--- config.mk ---
export PLATFORM = sky130hd
export DESIGN_NAME = evline_ctrl
export DESIGN_NICKNAME = d
export VERILOG_FILES = /design/src/rtl/evline_pkg.sv /design/src/rtl/evline_sync.sv /design/src/rtl/evline_edge.sv /design/src/rtl/evline_regs.sv /design/src/rtl/evline_ctrl.sv
export SDC_FILE = /design/constraint.sdc
export NUM_CORES = 1
export LEC_CHECK = 0
export ABC_AREA = 1
export ABC_CLOCK_PERIOD_IN_PS = 1500
export BUFFER_PORTS_ARGS = -buffer_cell sky130_fd_sc_hd__buf_4
export CAP_MARGIN = 20
export CORE_ASPECT_RATIO = 2
export CORE_MARGIN = 2
export CORE_UTILIZATION = 38
export DETAILED_ROUTE_END_ITERATION = 10
export GPL_TIMING_DRIVEN = 0
export HOLD_SLACK_MARGIN = 0.05
export SLEW_MARGIN = 40
export SYNTH_ARGS = -nofsm -noshare
export SYNTH_HDL_FRONTEND = slang
export SYNTH_SLANG_ARGS = --single-unit
--- constraint.sdc ---
create_clock -name clk -period 1.5 [get_ports clk]
set_input_delay 0.15 -clock clk [delete_from_list [all_inputs] [get_ports clk]]
set_output_delay 0.15 -clock clk [all_outputs]
set_load 0.01 [all_outputs]
--- src/rtl/evline_pkg.sv ---
package evline_pkg;

    localparam int unsigned DW = 32;
    localparam int unsigned AW = 8;

    typedef logic [DW-1:0] word_t;
    typedef logic [AW-1:0] addr_t;

    // register byte offsets
    localparam addr_t OFS_RSEL   = 8'h00;
    localparam addr_t OFS_FSEL   = 8'h04;
    localparam addr_t OFS_SWTRIG = 8'h08;
    localparam addr_t OFS_RPEND  = 8'h0C;
    localparam addr_t OFS_FPEND  = 8'h10;
    localparam addr_t OFS_MASK   = 8'h80;
    localparam addr_t OFS_CAPS   = 8'h84;

endpackage

--- src/rtl/evline_sync.sv ---
module evline_sync #(
    parameter int unsigned WIDTH  = 32,
    parameter int unsigned STAGES = 2
) (
    input  logic             clk,
    input  logic             rst_n,
    input  logic [WIDTH-1:0] async_i,
    output logic [WIDTH-1:0] sync_o
);

    logic [STAGES-1:0][WIDTH-1:0] chain_d, chain_q;

    always_comb begin
        chain_d[0] = async_i;
        for (int s = 1; s < STAGES; s++) begin
            chain_d[s] = chain_q[s-1];
        end
    end

    always_ff @(posedge clk or negedge rst_n) begin
        if (!rst_n) begin
            chain_q <= '0;
        end else begin
            chain_q <= chain_d;
        end
    end

    assign sync_o = chain_q[STAGES-1];

endmodule

--- src/rtl/evline_edge.sv ---
module evline_edge #(
    parameter int unsigned WIDTH = 32
) (
    input  logic             clk,
    input  logic             rst_n,
    input  logic [WIDTH-1:0] level_i,
    output logic [WIDTH-1:0] rise_o,
    output logic [WIDTH-1:0] fall_o
);

    logic [WIDTH-1:0] prev_d, prev_q;

    always_comb begin
        prev_d = level_i;
        rise_o = level_i & ~prev_q;
        fall_o = ~level_i & prev_q;
    end

    always_ff @(posedge clk or negedge rst_n) begin
        if (!rst_n) begin
            prev_q <= '0;
        end else begin
            prev_q <= prev_d;
        end
    end

endmodule

--- src/rtl/evline_regs.sv ---
module evline_regs
    import evline_pkg::*;
#(
    parameter int unsigned          NUM_LINES = 32,
    parameter logic [NUM_LINES-1:0] CAP_MASK  = '1
) (
    input  logic                 clk,
    input  logic                 rst_n,
    input  logic                 bus_wr,
    input  addr_t                bus_addr,
    input  word_t                bus_wdata,
    output word_t                bus_rdata,
    input  logic [NUM_LINES-1:0] rise_evt,
    input  logic [NUM_LINES-1:0] fall_evt,
    output logic [NUM_LINES-1:0] pend_rise,
    output logic [NUM_LINES-1:0] pend_fall,
    output logic [NUM_LINES-1:0] mask_o
);

    typedef logic [NUM_LINES-1:0] vec_t;

    typedef struct packed {
        vec_t rsel;
        vec_t fsel;
        vec_t rpend;
        vec_t fpend;
        vec_t mask;
    } state_t;

    localparam vec_t CFG = CAP_MASK;

    state_t st_d, st_q;
    vec_t   wvec;
    vec_t   clr_r, clr_f, sw_set;
    vec_t   rd_vec;

    always_comb begin
        wvec   = bus_wdata[NUM_LINES-1:0];
        st_d   = st_q;
        clr_r  = (bus_wr && bus_addr == OFS_RPEND)  ? wvec : '0;
        clr_f  = (bus_wr && bus_addr == OFS_FPEND)  ? wvec : '0;
        sw_set = (bus_wr && bus_addr == OFS_SWTRIG) ? wvec : '0;

        if (bus_wr && bus_addr == OFS_RSEL) st_d.rsel = wvec & CFG;
        if (bus_wr && bus_addr == OFS_FSEL) st_d.fsel = wvec & CFG;
        if (bus_wr && bus_addr == OFS_MASK) st_d.mask = wvec;

        // new events win over a clear on the same edge
        st_d.rpend = ((st_q.rpend & ~clr_r) | (rise_evt & st_q.rsel) | sw_set) & CFG;
        st_d.fpend = ((st_q.fpend & ~clr_f) | (fall_evt & st_q.fsel)) & CFG;
    end

    always_ff @(posedge clk or negedge rst_n) begin
        if (!rst_n) begin
            st_q <= '0;
        end else begin
            st_q <= st_d;
        end
    end

    always_comb begin
        unique case (bus_addr)
            OFS_RSEL:   rd_vec = st_q.rsel;
            OFS_FSEL:   rd_vec = st_q.fsel;
            OFS_SWTRIG: rd_vec = st_q.rpend | st_q.fpend;
            OFS_RPEND:  rd_vec = st_q.rpend;
            OFS_FPEND:  rd_vec = st_q.fpend;
            OFS_MASK:   rd_vec = st_q.mask;
            OFS_CAPS:   rd_vec = CFG;
            default:    rd_vec = '0;
        endcase
        bus_rdata = word_t'(rd_vec);
    end

    assign pend_rise = st_q.rpend;
    assign pend_fall = st_q.fpend;
    assign mask_o    = st_q.mask;

endmodule

--- src/rtl/evline_ctrl.sv ---
module evline_ctrl #(
    parameter int unsigned          NUM_LINES   = 32,
    parameter logic [NUM_LINES-1:0] CAP_MASK    = '1,
    parameter int unsigned          SYNC_STAGES = 2
) (
    input  logic                 clk,
    input  logic                 rst_n,
    input  logic [NUM_LINES-1:0] line_i,
    input  logic                 bus_wr,
    input  logic [7:0]           bus_addr,
    input  logic [31:0]          bus_wdata,
    output logic [31:0]          bus_rdata,
    output logic [NUM_LINES-1:0] irq_o
);

    logic [NUM_LINES-1:0] line_sync;
    logic [NUM_LINES-1:0] rise_evt, fall_evt;
    logic [NUM_LINES-1:0] pend_rise, pend_fall, mask_q;

    evline_sync #(
        .WIDTH  (NUM_LINES),
        .STAGES (SYNC_STAGES)
    ) u_sync (
        .clk     (clk),
        .rst_n   (rst_n),
        .async_i (line_i),
        .sync_o  (line_sync)
    );

    evline_edge #(
        .WIDTH (NUM_LINES)
    ) u_edge (
        .clk     (clk),
        .rst_n   (rst_n),
        .level_i (line_sync),
        .rise_o  (rise_evt),
        .fall_o  (fall_evt)
    );

    evline_regs #(
        .NUM_LINES (NUM_LINES),
        .CAP_MASK  (CAP_MASK)
    ) u_regs (
        .clk       (clk),
        .rst_n     (rst_n),
        .bus_wr    (bus_wr),
        .bus_addr  (bus_addr),
        .bus_wdata (bus_wdata),
        .bus_rdata (bus_rdata),
        .rise_evt  (rise_evt),
        .fall_evt  (fall_evt),
        .pend_rise (pend_rise),
        .pend_fall (pend_fall),
        .mask_o    (mask_q)
    );

    for (genvar i = 0; i < NUM_LINES; i++) begin : g_line
        if (CAP_MASK[i]) begin : g_cfg
            assign irq_o[i] = mask_q[i] & (pend_rise[i] | pend_fall[i]);
        end else begin : g_dir
            assign irq_o[i] = mask_q[i] & line_sync[i];
        end
    end

endmodule

Word level (Yosys, flattened, before mapping). Cells that the tools add are included.

Input bits: 75. Output and inout port bits: 64. Flip-flop bits (word level): 256. Word-level logic and storage cells: 103.

Bitwise operators: 78. Reduce and logical (&&, ||, !) cells: 7. Multiplexer cells: 4. Equal/unequal tests: 6.

Operators with widths (count): $pmux W32 S7 (1); $and A32 B32 Y32 (6); $not A32 Y32 (4); $or A32 B32 Y32 (4); $mux W32 (3); $and A1 B1 Y1 (32); $or A1 B1 Y1 (32); $eq A8 B4 Y1 const B (2); $eq A8 B8 Y1 const B (2); $eq A8 B3 Y1 const B (1); $eq A8 B5 Y1 const B (1); $logic_not A8 Y1 (1); $logic_and A1 B1 Y1 (6).

Longest topological paths before layout. Gate-level depths: netlist of run 1.

Word-level depth: 7. Gate-level depth with buffers: 9. Depth with buffers taken out: 8.

Cells and area by module. Synthesis of run 1 repeated with hierarchy kept, for this count alone.

Cells, all modules: 1667. Area total of the unflattened synthesis: 12727.2 µm².

Modules (own cells, without submodules): evline_regs (cells an instance 1347, sequential area each 4003.8 µm², area each 9484.1 µm², instances 1); evline_sync (cells an instance 64, sequential area each 1601.5 µm², area each 1601.5 µm², instances 1); evline_edge (cells an instance 160, sequential area each 800.8 µm², area each 1281.2 µm², instances 1); evline_ctrl (cells an instance 96, sequential area each 0.0 µm², area each 360.3 µm², instances 1).

Least setup slack after synthesis of run 1. Ideal clock, no wire load.

Kind: input port to output port. From: input port bus_addr[1]. To: output port bus_rdata[22]. Data required time: 1.350 ns. Stages on the path: 9. Arrival time: 1.050 ns. Buffers on the path: 2. Slack: 0.300 ns. Cell sequence: nor2_1 > nand2_1 > inv_2 > buf_4 > buf_2 > nand3_1 > nand2_1 > nor2_1 > nand2_1.

Word-level cells in the longest chain between the ends: 2. Elaborated cells between the ends (all ways): 8. Classes of those cells: eq/ne: 6; mux: 1; reduce/logical: 1.

Ends and longest elaborated chain: from (decl) (line evline_ctrl.sv:10) `input logic [7:0] bus_addr,`; $eq A8 B8 Y1 (tied with other cells) (line evline_regs.sv:62) `unique case (bus_addr)`; $pmux W32 S7 (*) (line evline_regs.sv:62); to (decl) (line evline_ctrl.sv:12) `output logic [31:0] bus_rdata,`.

Every way passes the cells marked *; elsewhere a longest branch is shown, timed or not.

Worst setup path after layout of run 1.
From: register u_regs.st_q (netlist bit u_regs.pend_fall[7]). To: output port bus_rdata[7].

Word-level cells in the longest chain between the ends: 2.

Ends and longest elaborated chain: from (decl) (line evline_regs.sv:32) `state_t st_d, st_q;`; from (signal assigned) (line evline_regs.sv:57) `st_q <= st_d;`; $or A32 B32 Y32 (line evline_regs.sv:65) `OFS_SWTRIG: rd_vec = st_q.rpend | st_q.fpend;`; $pmux W32 S7 (*) (line evline_regs.sv:62).

Marked as above.

==> results of run 1 <==
-- power by group --
part	internal (uW)	leakage (uW)	switching, uW
Combinational	796	0.00503	934
Clock	3430	0.000375	2770
Sequential	7270	0.00287	256
-- critical path, stage by stage (launching register included) --
cell,delay [ns]
dfrtp_1,0.43
inv_2,0.07
nand2_1,0.05
nand3_1,0.08
nand2_1,0.05
nor2_1,0.09
nand2_1,0.13
buf_6,0.15
-- routing by layer --
layer | part of all wire, % | up-vias | GRT usage (%)
met5 | 0 | - | 0
met4 | 5.5 | 0 | 13.48
met3 | 5.5 | 134 | 3.074
met2 | 52 | 432 | 44.44
met1 | 37 | 5344 | 28.80
li1 | - | 5296 | -
-- Yosys cell counts --
library cell and count:
buf_1 3, nand2_4 1, clkbuf_1 12, nor2_1 131, buf_4 13, nand2_1 493
buf_2 30, nor2_8 1, o21ai_1 47, nand2_2 2, o21ai_0 21, a21oi_1 32
inv_2 2, nor2_2 7, nand3_4 1, inv_1 193, nor3_1 1, buf_6 6
o21ai_2 28, nand3_1 222, dfrtp_1 256, nor2_4 2, nand3b_1 3
-- what timing repair did --
action	CTS	global route
endpoints found under the hold margin	327	0
hold buffers	66	0
gates cloned	0	1
resized for setup	140	113
endpoints found under the setup margin	50	133
setup buffers	33	47
pin swaps	29	67
-- state kept, by name (all words and copies together), names as in the netlist --
name	count
u_sync.chain_d	32
u_regs.st_q	64
u_sync.sync_o	32
u_regs.mask_o	32
u_regs.pend_rise	32
u_regs.pend_fall	32
u_edge.prev_q	32
-- logic make-up after synthesis --
logic type / count (synthesis)
and+or+nand+nor: 864
AOI/OAI and AO/OA: 128
buffers and inverters: 259
DFF: 256
-- area by class of cell --
| type | instances | area share, % |
|---|---|---|
| Buffer | 64 | 3.079 |
| Timing Repair Buffer | 282 | 16.25 |
| Clock buffer | 36 | 4.361 |
| Clock inverter | 7 | 0.4013 |
| Multi-Input combinational cell | 992 | 29.00 |
| Tap cell | 372 | 2.871 |
| Sequential cell | 256 | 39.52 |
| Inverter | 195 | 4.515 |
-- metrics by stage --
stage               cell area (um^2)  power (uW)  setup slack, ns  hold slack [ns]
finish                         16210       15460          -0.2354          0.08330
global route                   16210       16070          -0.2891           0.1147
CTS                            15550       15410          -0.2344          0.07550
detailed placement             13480        8919          -0.5964          0.04894
global placement               13360        8847           -1.928           0.2591
floorplan                      11860        8128           0.2996          -0.1456
-- how the worst max path moves through the flow --
stage | from | endpoint | slack, ns
finish | u_regs.pend_fall[7] | bus_rdata[7] | -0.24
CTS | u_regs.pend_fall[7] | bus_rdata[7] | -0.23
detailed placement | bus_addr[5] | bus_rdata[22] | -0.60
global placement | rst_n | u_sync.sync_o[18] | -1.93
global route | u_regs.pend_rise[31] | bus_rdata[31] | -0.29
floorplan | bus_addr[1] | bus_rdata[22] | 0.30
==> out/qor.yml, run 1 <==
run_status:
  status: "finished with violations"
  violations: "setup timing"
clocking:
  cts_sinks: 256
  max-clock-path-buffers: 3
  cts_buffers: 25
  clock_insertion_delay_worst_skew_ns: 0.54
  cts-root-buf: "clkbuf_16"
  htree_levels: 1
  tritoncts: "done"
  cts.reportedPaths.clkPinSlew_ns: 0.06
synthesis:
  synth_top_family_by_area: "simple AND/OR/NAND/NOR gates"
  syn-cell-area_um2: 11860
  ys_seq_elements: 256
  synth.yosys.seq_area_share_pct: 54.00
  synth_top_area_share_pct: 54.00
  synth-simple-area-share_pct: 30.42
  syn_inst: 1507
  yosysTopAreaCell: "dfrtp_1"
  synth_compound_area_share_pct: 6.286
  synth_xor_area_share_pct: 0
  synth_area_per_cell_um2: 7.873
  ys_types: 23
  ys_warn_count: 0
  synth.area.top_cells: "dfrtp_1 (54%), nand2_1 (16%), nand3_1 (9.4%)"
  synth_fp_nets: 1582
  muxShareOfSynthArea_pct: 0
  yosys.area_share.adder_pct: 0
global_route:
  overflow: 0
  grt_antenna_before_repair: 0
  grt_use_total_pct: 24.97
  grt_max_degree: 75
  grt_pass1_vias: 11271
  grt_pass1_wl_um: 61780
layout:
  seqCellArea_um2: 6406
  final_util_pct: 52.74
  stdcell_count: 2204
  final_common_cell: "nand2_1"
  fillers: 2891
  antenna_cells: 0
  syn_to_final_growth_pct: 36.65
  drive_above_1_share_pct: 25.76
  multiInputGateArea_um2: 4702
  final_cell_mix: "nand2_1 (476), dfrtp_1 (256), nand3_1 (210)"
  finalNetCount: 1891
routing:
  first_iter_violations: 866
  routedWlPerCell_um: 18.57
  ant_nets: 0
  drt_wl_total_um: 40920
  first_pass_iters: 7
  viasPerCell: 5.084
  drc: 0
  num_vias: 11206
floorplan:
  fp.dieW_um: 128.9
  pin_count: 139
  dieArea_um2: 32740
  initial_utilization_pct: 38.59
  core_um2: 30740
  rows: 91
  die_h_um: 253.9
critical_path:
  critPathMaxFanout: 3
  crit_arrival_ns: 1.59
  reg2regPathDepth: 4
  rr_startpoint: "u_regs.pend_fall[9]"
  rr_endpoint: "u_regs.pend_fall[9]"
  critPathLaunchType: "flip-flop"
  endpoint_kind: "primary output"
  r2r_slack_ns: 0.62
  required_ns: 1.35
  critical_path_class: "reg2out"
placed_design:
  port_buffers: 137
  dp_hpwl_um: 27340
  gp_congestion: 0.8571
  dp.cells: 2020
power_and_ir_drop:
  peakVddDrop_mv: 0.7527
  p_per_area_nw_per_um2: 953.6
  p_leak_uw: 0.008279
hold_path:
  hp-class: "in2async"
timing:
  tightestPinTransition_ns: 0.7023
  hold_viol: 0
  slew_viol_final: 0
  fin_tns_setup_ns: -5.768
  post-route-period-util_pct: 115.7
  setup_violations: 47
  fin_ws_ns: -0.2354
  period_minus_slack_ns: 1.735
  fmax_ghz: 0.5762
  slew_headroom_pct: 53.18
  fin_skew_ns: 0.008994
  rsz0062_at_grt: "yes"
job:
  cap_violations: 0
No activity file was read; power rests on OpenSTA's default activity.
==> inputs of run 2 (changes only) <==
--- a/config.mk
+++ b/config.mk
@@ -17,2 +17,3 @@
 export HOLD_SLACK_MARGIN = 0.05
+export RECOVER_POWER = 100
 export SLEW_MARGIN = 40
--- a/constraint.sdc
+++ b/constraint.sdc
@@ -3,2 +3,2 @@
 set_output_delay 0.15 -clock clk [all_outputs]
-set_load 0.01 [all_outputs]
+set_load 0.05 [all_outputs]
==> run 2 against run 1 <==
Effect of this change: the flow still finishes with violations (setup timing); sequential share of layout area fell by 0.30 points; fmax fell by 2.3%; register-to-register slack barely moved; sequential power barely moved; die area did not move; global-route usage rose by 0.15 points; non-clock buffer count rose by 6; highest routed layer unchanged.
==> out/qor.yml, run 2 (same netlist as run 1, synthesis figures left out) <==
timing:
  fin_skew_ns: 0.004792  # -0.004201 ns
  rsz0062_at_grt: "yes"
  setup_violations: 72  # +53%
  fin_ws_ns: -0.2759  # -0.04049 ns
  slew_viol_final: 0  # unchanged
  period_minus_slack_ns: 1.776  # +0.04049 ns
  tightestPinTransition_ns: 0.7310  # +0.02865 ns
  slew_headroom_pct: 51.27  # -1.9 points
  post-route-period-util_pct: 118.4  # +2.7 points
  hold_viol: 0  # unchanged
  fmax_ghz: 0.5631  # -2.3%
layout:
  antenna_cells: 0  # unchanged
  stdcell_count: 2210  # +0.27%
  final_cell_mix: "nand2_1 (479), dfrtp_1 (256), nand3_1 (210)"
  final_util_pct: 53.14  # +0.41 points
  drive_above_1_share_pct: 25.73  # -0.030 points
  finalNetCount: 1897  # +0.32%
  final_common_cell: "nand2_1"
  largest-register: "u_regs.st_q"
  syn_to_final_growth_pct: 37.70
  largest_register_ffs: 64  # unchanged
clocking:
  cts_sinks: 256  # unchanged
  htree_levels: 1  # unchanged
  tritoncts: "done"
  cts-root-buf: "clkbuf_16"
  cts_buffers: 25  # unchanged
  cts.reportedPaths.clkPinSlew_ns: 0.06  # about the same
  clock_insertion_delay_worst_skew_ns: 0.54  # about the same
  max-clock-path-buffers: 3  # unchanged
routing:
  routedWlPerCell_um: 18.50  # -0.36%
  num_vias: 11261  # +0.49%
  first_iter_violations: 803  # -7.3%
  first_pass_iters: 5  # -2
  viasPerCell: 5.095  # +0.22%
  drt_wl_total_um: 40880  # about the same
  ant_nets: 0  # unchanged
  drc: 0  # unchanged
floorplan:
  fp.dieW_um: 128.9  # unchanged
  pin_count: 139  # unchanged
  rows: 91  # unchanged
  die_h_um: 253.9  # unchanged
  dieArea_um2: 32740  # unchanged
  initial_utilization_pct: 38.59  # unchanged
  core_um2: 30740  # unchanged
critical_path:
  critical_path_class: "in2out"
  critPathLaunchType: "input pin"
  reg2regPathDepth: 4  # unchanged
  rr_startpoint: "u_regs.pend_fall[9]"
  critPathMaxFanout: 10  # +7
  crit_arrival_ns: 1.63  # +0.04 ns
  r2r_slack_ns: 0.62  # about the same
  endpoint_kind: "primary output"
  required_ns: 1.35  # about the same
  rr_endpoint: "u_regs.pend_fall[9]"
placed_design:
  gp_congestion: 0.8571  # unchanged
  dp_hpwl_um: 27340  # unchanged
  port_buffers: 137  # unchanged
  dpl_worst_slack_ns: -0.6741  # -0.07768 ns
  dp.cells: 2020  # unchanged
job:
  cap_violations: 0  # unchanged
run_status:
  status: "finished with violations"
  violations: "setup timing"
global_route:
  grt_pass1_wl_um: 62090  # +0.49%
  grt_antenna_before_repair: 0  # unchanged
  grt_use_total_pct: 25.12  # +0.15 points
  grt_pass1_vias: 11290  # +0.17%
  overflow: 0  # unchanged
  grt_max_degree: 75  # unchanged
power_and_ir_drop:
  peakVddDrop_mv: 0.7457  # -0.94%
  p_per_area_nw_per_um2: 966.6  # +1.4%
  p_leak_uw: 0.008286  # about the same
  power.total_uw: 15790  # +2.1%
hold_path:
  hp-class: "in2async"
-- run 2: cell count changes in the layout (fill, tap and decap cells not counted), moves of 7 or more --
cell      change
a21oi_2       -9
a21oi_4      +10
buf_2        -10
buf_4        -59
buf_6        +24
clkbuf_1      +7
clkbuf_2      +8
clkbuf_4     +38
o21ai_0      +17
o21ai_1      -17
-- run 2: final cells by class --
cell class,instances,area (um^2)
sequential,256,6406
inverter,195,732.0
buffer,64,478.0
fill,2903,14410
clock inverter,7,65.06
tap,372,465.4
timing repair buffer,288,2731
multi-input combinational,992,4752
clock buffer,36,706.9
-- run 2: layer usage --
layer,share of wire (%),track usage [%],vias to the layer above
li1,-,-,5295
met1,37,28.83,5391
met2,52,44.75,445
met3,5.5,3.116,130
met4,5.9,13.79,0
met5,0,0,-
-- run 2: worst max path at each step --
stage	depth (start not counted)	startpoint	slack [ns]	endpoint
6_report	11	bus_addr[0]	-0.28	bus_rdata[9]
5_1_grt	7	u_regs.pend_fall[5]	-0.32	bus_rdata[5]
4_1_cts	7	u_regs.pend_fall[7]	-0.27	bus_rdata[7]
3_5_place_dp	10	bus_addr[5]	-0.67	bus_rdata[22]
3_3_place_gp	1	rst_n	-1.93	u_sync.sync_o[18]
2_1_floorplan	9	bus_addr[1]	0.05	bus_rdata[22]
-- run 2: power breakdown --
| group | total [uW] | switching [uW] | internal (uW) |
|---|---|---|---|
| Sequential | 7520 | 255 | 7270 |
| Combinational | 2070 | 1230 | 838 |
| Clock | 6200 | 2760 | 3430 |
-- run 2: through the flow --
step,hold WS [ns],instance area (um^2),TNS (ns)
floorplan,-0.1456,11860,0
global placement,0.2591,13360,-514.84
detailed placement,0.04894,13480,-34.14
CTS,0.07550,15680,-8.096
global route,0.1060,16340,-23.77
finish,0.07387,16340,-8.856
-- run 2: timing repair --
action	CTS	global route
hold buffers	66	0
buffers inserted	27	55
endpoints found under the setup margin	64	138
gates cloned	0	1
pin swaps	40	59
endpoints found under the hold margin	327	0
gates resized for setup	191	105
-- run 2: worst max-delay path, cell delays in order --
cell      delay (ns)
clkbuf_4        0.11
inv_1           0.06
nand2_2         0.12
nor2_4          0.21
clkbuf_1        0.22
buf_6           0.22
nand3_1         0.09
nand2_1         0.07
nor2_1          0.04
nand2_1         0.13
buf_6           0.18
==> inputs of run 3 (changes only) <==
PLACE_DENSITY = 0.53   (was default)
==> run 3 against run 2 <==
Effect of this change: the run still ends with setup timing left; non-clock buffer count down 4; largest power group unchanged; critical endpoint is now irq_o[1]; largest cell class unchanged; power grew 0.96%; die area did not move; count of clock-buffer cells in the layout is 3 lower; via count fell by 0.86%; design area fell by 0.11%.
==> out/qor.yml, run 3 (same netlist as run 1, synthesis figures left out) <==
layout:
  antenna_cells: 0  # unchanged
  largest-register: "u_regs.st_q"
  final_cell_mix: "nand2_1 (477), dfrtp_1 (256), nand3_1 (210)"
  finalNetCount: 1894  # -0.16%
  largest_register_ffs: 64  # unchanged
  multiInputGateArea_um2: 4755  # about the same
  final_common_cell: "nand2_1"
  seqCellArea_um2: 6406  # unchanged
  stdcell_count: 2202  # -0.36%
  syn_to_final_growth_pct: 37.55
  fillers: 3041  # +4.8%
  final_util_pct: 53.08  # -0.061 points
  drive_above_1_share_pct: 25.52  # -0.22 points
floorplan:
  die_h_um: 253.9  # unchanged
  fp.dieW_um: 128.9  # unchanged
  dieArea_um2: 32740  # unchanged
  core_um2: 30740  # unchanged
  rows: 91  # unchanged
  initial_utilization_pct: 38.59  # unchanged
  pin_count: 139  # unchanged
clocking:
  cts_sinks: 256  # unchanged
  htree_levels: 1  # unchanged
  cts-root-buf: "clkbuf_16"
  cts_buffers: 26  # +4.0%
  cts.reportedPaths.clkPinSlew_ns: 0.06  # about the same
  tritoncts: "done"
  clock_insertion_delay_worst_skew_ns: 0.55  # about the same
  max-clock-path-buffers: 3  # unchanged
timing:
  slew_headroom_pct: 37.52  # -14 points
  fmax_ghz: 0.5660  # +0.51%
  fin_hold_ws_ns: 0.1363  # +0.06247 ns
  tightestPinTransition_ns: 0.9371  # +0.2062 ns
  period_minus_slack_ns: 1.767  # -0.009063 ns
  hold_viol: 0  # unchanged
  setup_violations: 58  # -19%
  fin_skew_ns: 0.007924  # +0.003132 ns
  rsz0062_at_grt: "yes"
  slew_viol_final: 0  # unchanged
  fin_ws_ns: -0.2668  # +0.009063 ns
  post-route-period-util_pct: 117.8  # -0.60 points
critical_path:
  critical_path_class: "reg2out"
  endpoint_kind: "primary output"
  critPathMaxFanout: 3  # -7
  crit_top_cell: "buf_4"
  critPathSlowestCell: "dfrtp_1"
  cpPeakStageDelay_ns: 0.39  # +0.17 ns
  cp_top_family: "buffers and inverters"
  crit_chain: "inv_2 > buf_4 > a21oi_1 > buf_4"
  required_ns: 1.35  # about the same
  crit_arrival_ns: 1.62  # about the same
  worst-path-buf-inv: 3  # -2
  critPathLaunchType: "flip-flop"
routing:
  first_pass_iters: 5  # unchanged
  drt_wl_total_um: 41200  # +0.77%
  num_vias: 11164  # -0.86%
  viasPerCell: 5.070  # -0.50%
  drc: 0  # unchanged
  ant_nets: 0  # unchanged
  routedWlPerCell_um: 18.71  # +1.1%
  first_iter_violations: 760  # -5.4%
run_status:
  violations: "setup timing"
  status: "finished with violations"
global_route:
  overflow: 0  # unchanged
  grt_pass1_wl_um: 62000  # -0.13%
  grt_use_total_pct: 25.14  # about the same
  grt_pass1_vias: 10973  # -2.8%
  grt_max_degree: 71  # -5.3%
  grt_antenna_before_repair: 0  # unchanged
job:
  cap_violations: 0  # unchanged
power_and_ir_drop:
  peakVddDrop_mv: 0.8101  # +8.6%
  p_leak_uw: 0.008286  # about the same
  p_per_area_nw_per_um2: 977.0  # +1.1%
placed_design:
  dpl_worst_slack_ns: -0.6419  # +0.03217 ns
  dp.cells: 2019  # -0.050%
  dp_hpwl_um: 27150  # -0.69%
  gp_congestion: 0.8809  # +2.8%
  port_buffers: 137  # unchanged
hold_path:
  hp-class: "in2async"
-- run 3: through the flow --
step	setup TNS, ns	total power, uW	area, um^2
floorplan	0	8401	11860
global placement	-530.52	9134	13360
detailed placement	-39.97	9186	13450
CTS	-7.865	15960	15680
global route	-27.61	16560	16320
finish	-8.610	15940	16320
-- run 3: timing repair --
action,4_1_cts,5_1_grt
cloned,0,0
endpoints found under the hold margin,326,0
pin swaps,40,67
endpoints found under the setup margin,64,63
hold buffers,66,0
resized for setup,201,111
buffers inserted,26,55
-- run 3: layer usage --
metal / wire length, um / track usage [%]
met5: 0 / 0
met4: 1775 / 10.40
met3: 1909 / 2.989
met2: 21330 / 44.73
met1: 16180 / 30.44
-- run 3: worst reg2reg max path, delay by kind of cell, from the launching register on --
| kind | cells | cell delay [ns] |
|---|---|---|
| AND/OR/NAND/NOR | 2 | 0.09 |
| buffers and inverters | 2 | 0.26 |
| flip-flops | 1 | 0.41 |
-- run 3: final timing paths --
check,slack (ns),to,depth (start not counted),from
setup / recovery,-0.27,irq_o[1],4,u_regs.pend_fall[1]
hold / removal,0.14,u_sync.sync_o[8],2,rst_n
setup reg to reg,0.62,u_regs.pend_fall[7],4,u_regs.pend_fall[7]
hold reg to reg,0.34,u_sync.sync_o[28],0,u_sync.chain_d[60]
max in group asynchronous,0.01,u_sync.chain_d[50],4,rst_n
min in group clk,0.18,u_regs.pend_rise[0],7,bus_addr[0]
-- run 3: power breakdown --
group / internal (uW) / switching, uW
registers: 7270 / 243
clock network: 3680 / 2700
logic: 823 / 1230
total: 11800 / 4170
-- run 3: cell type report --
cell class,count,area share (%)
Buffer,64,2.967
Tap cell,372,2.852
Clock buffer,33,4.401
Multi-Input combinational cell,992,29.14
Clock inverter,6,0.5137
Timing Repair Buffer,284,16.38
Sequential cell,256,39.26
Inverter,195,4.493
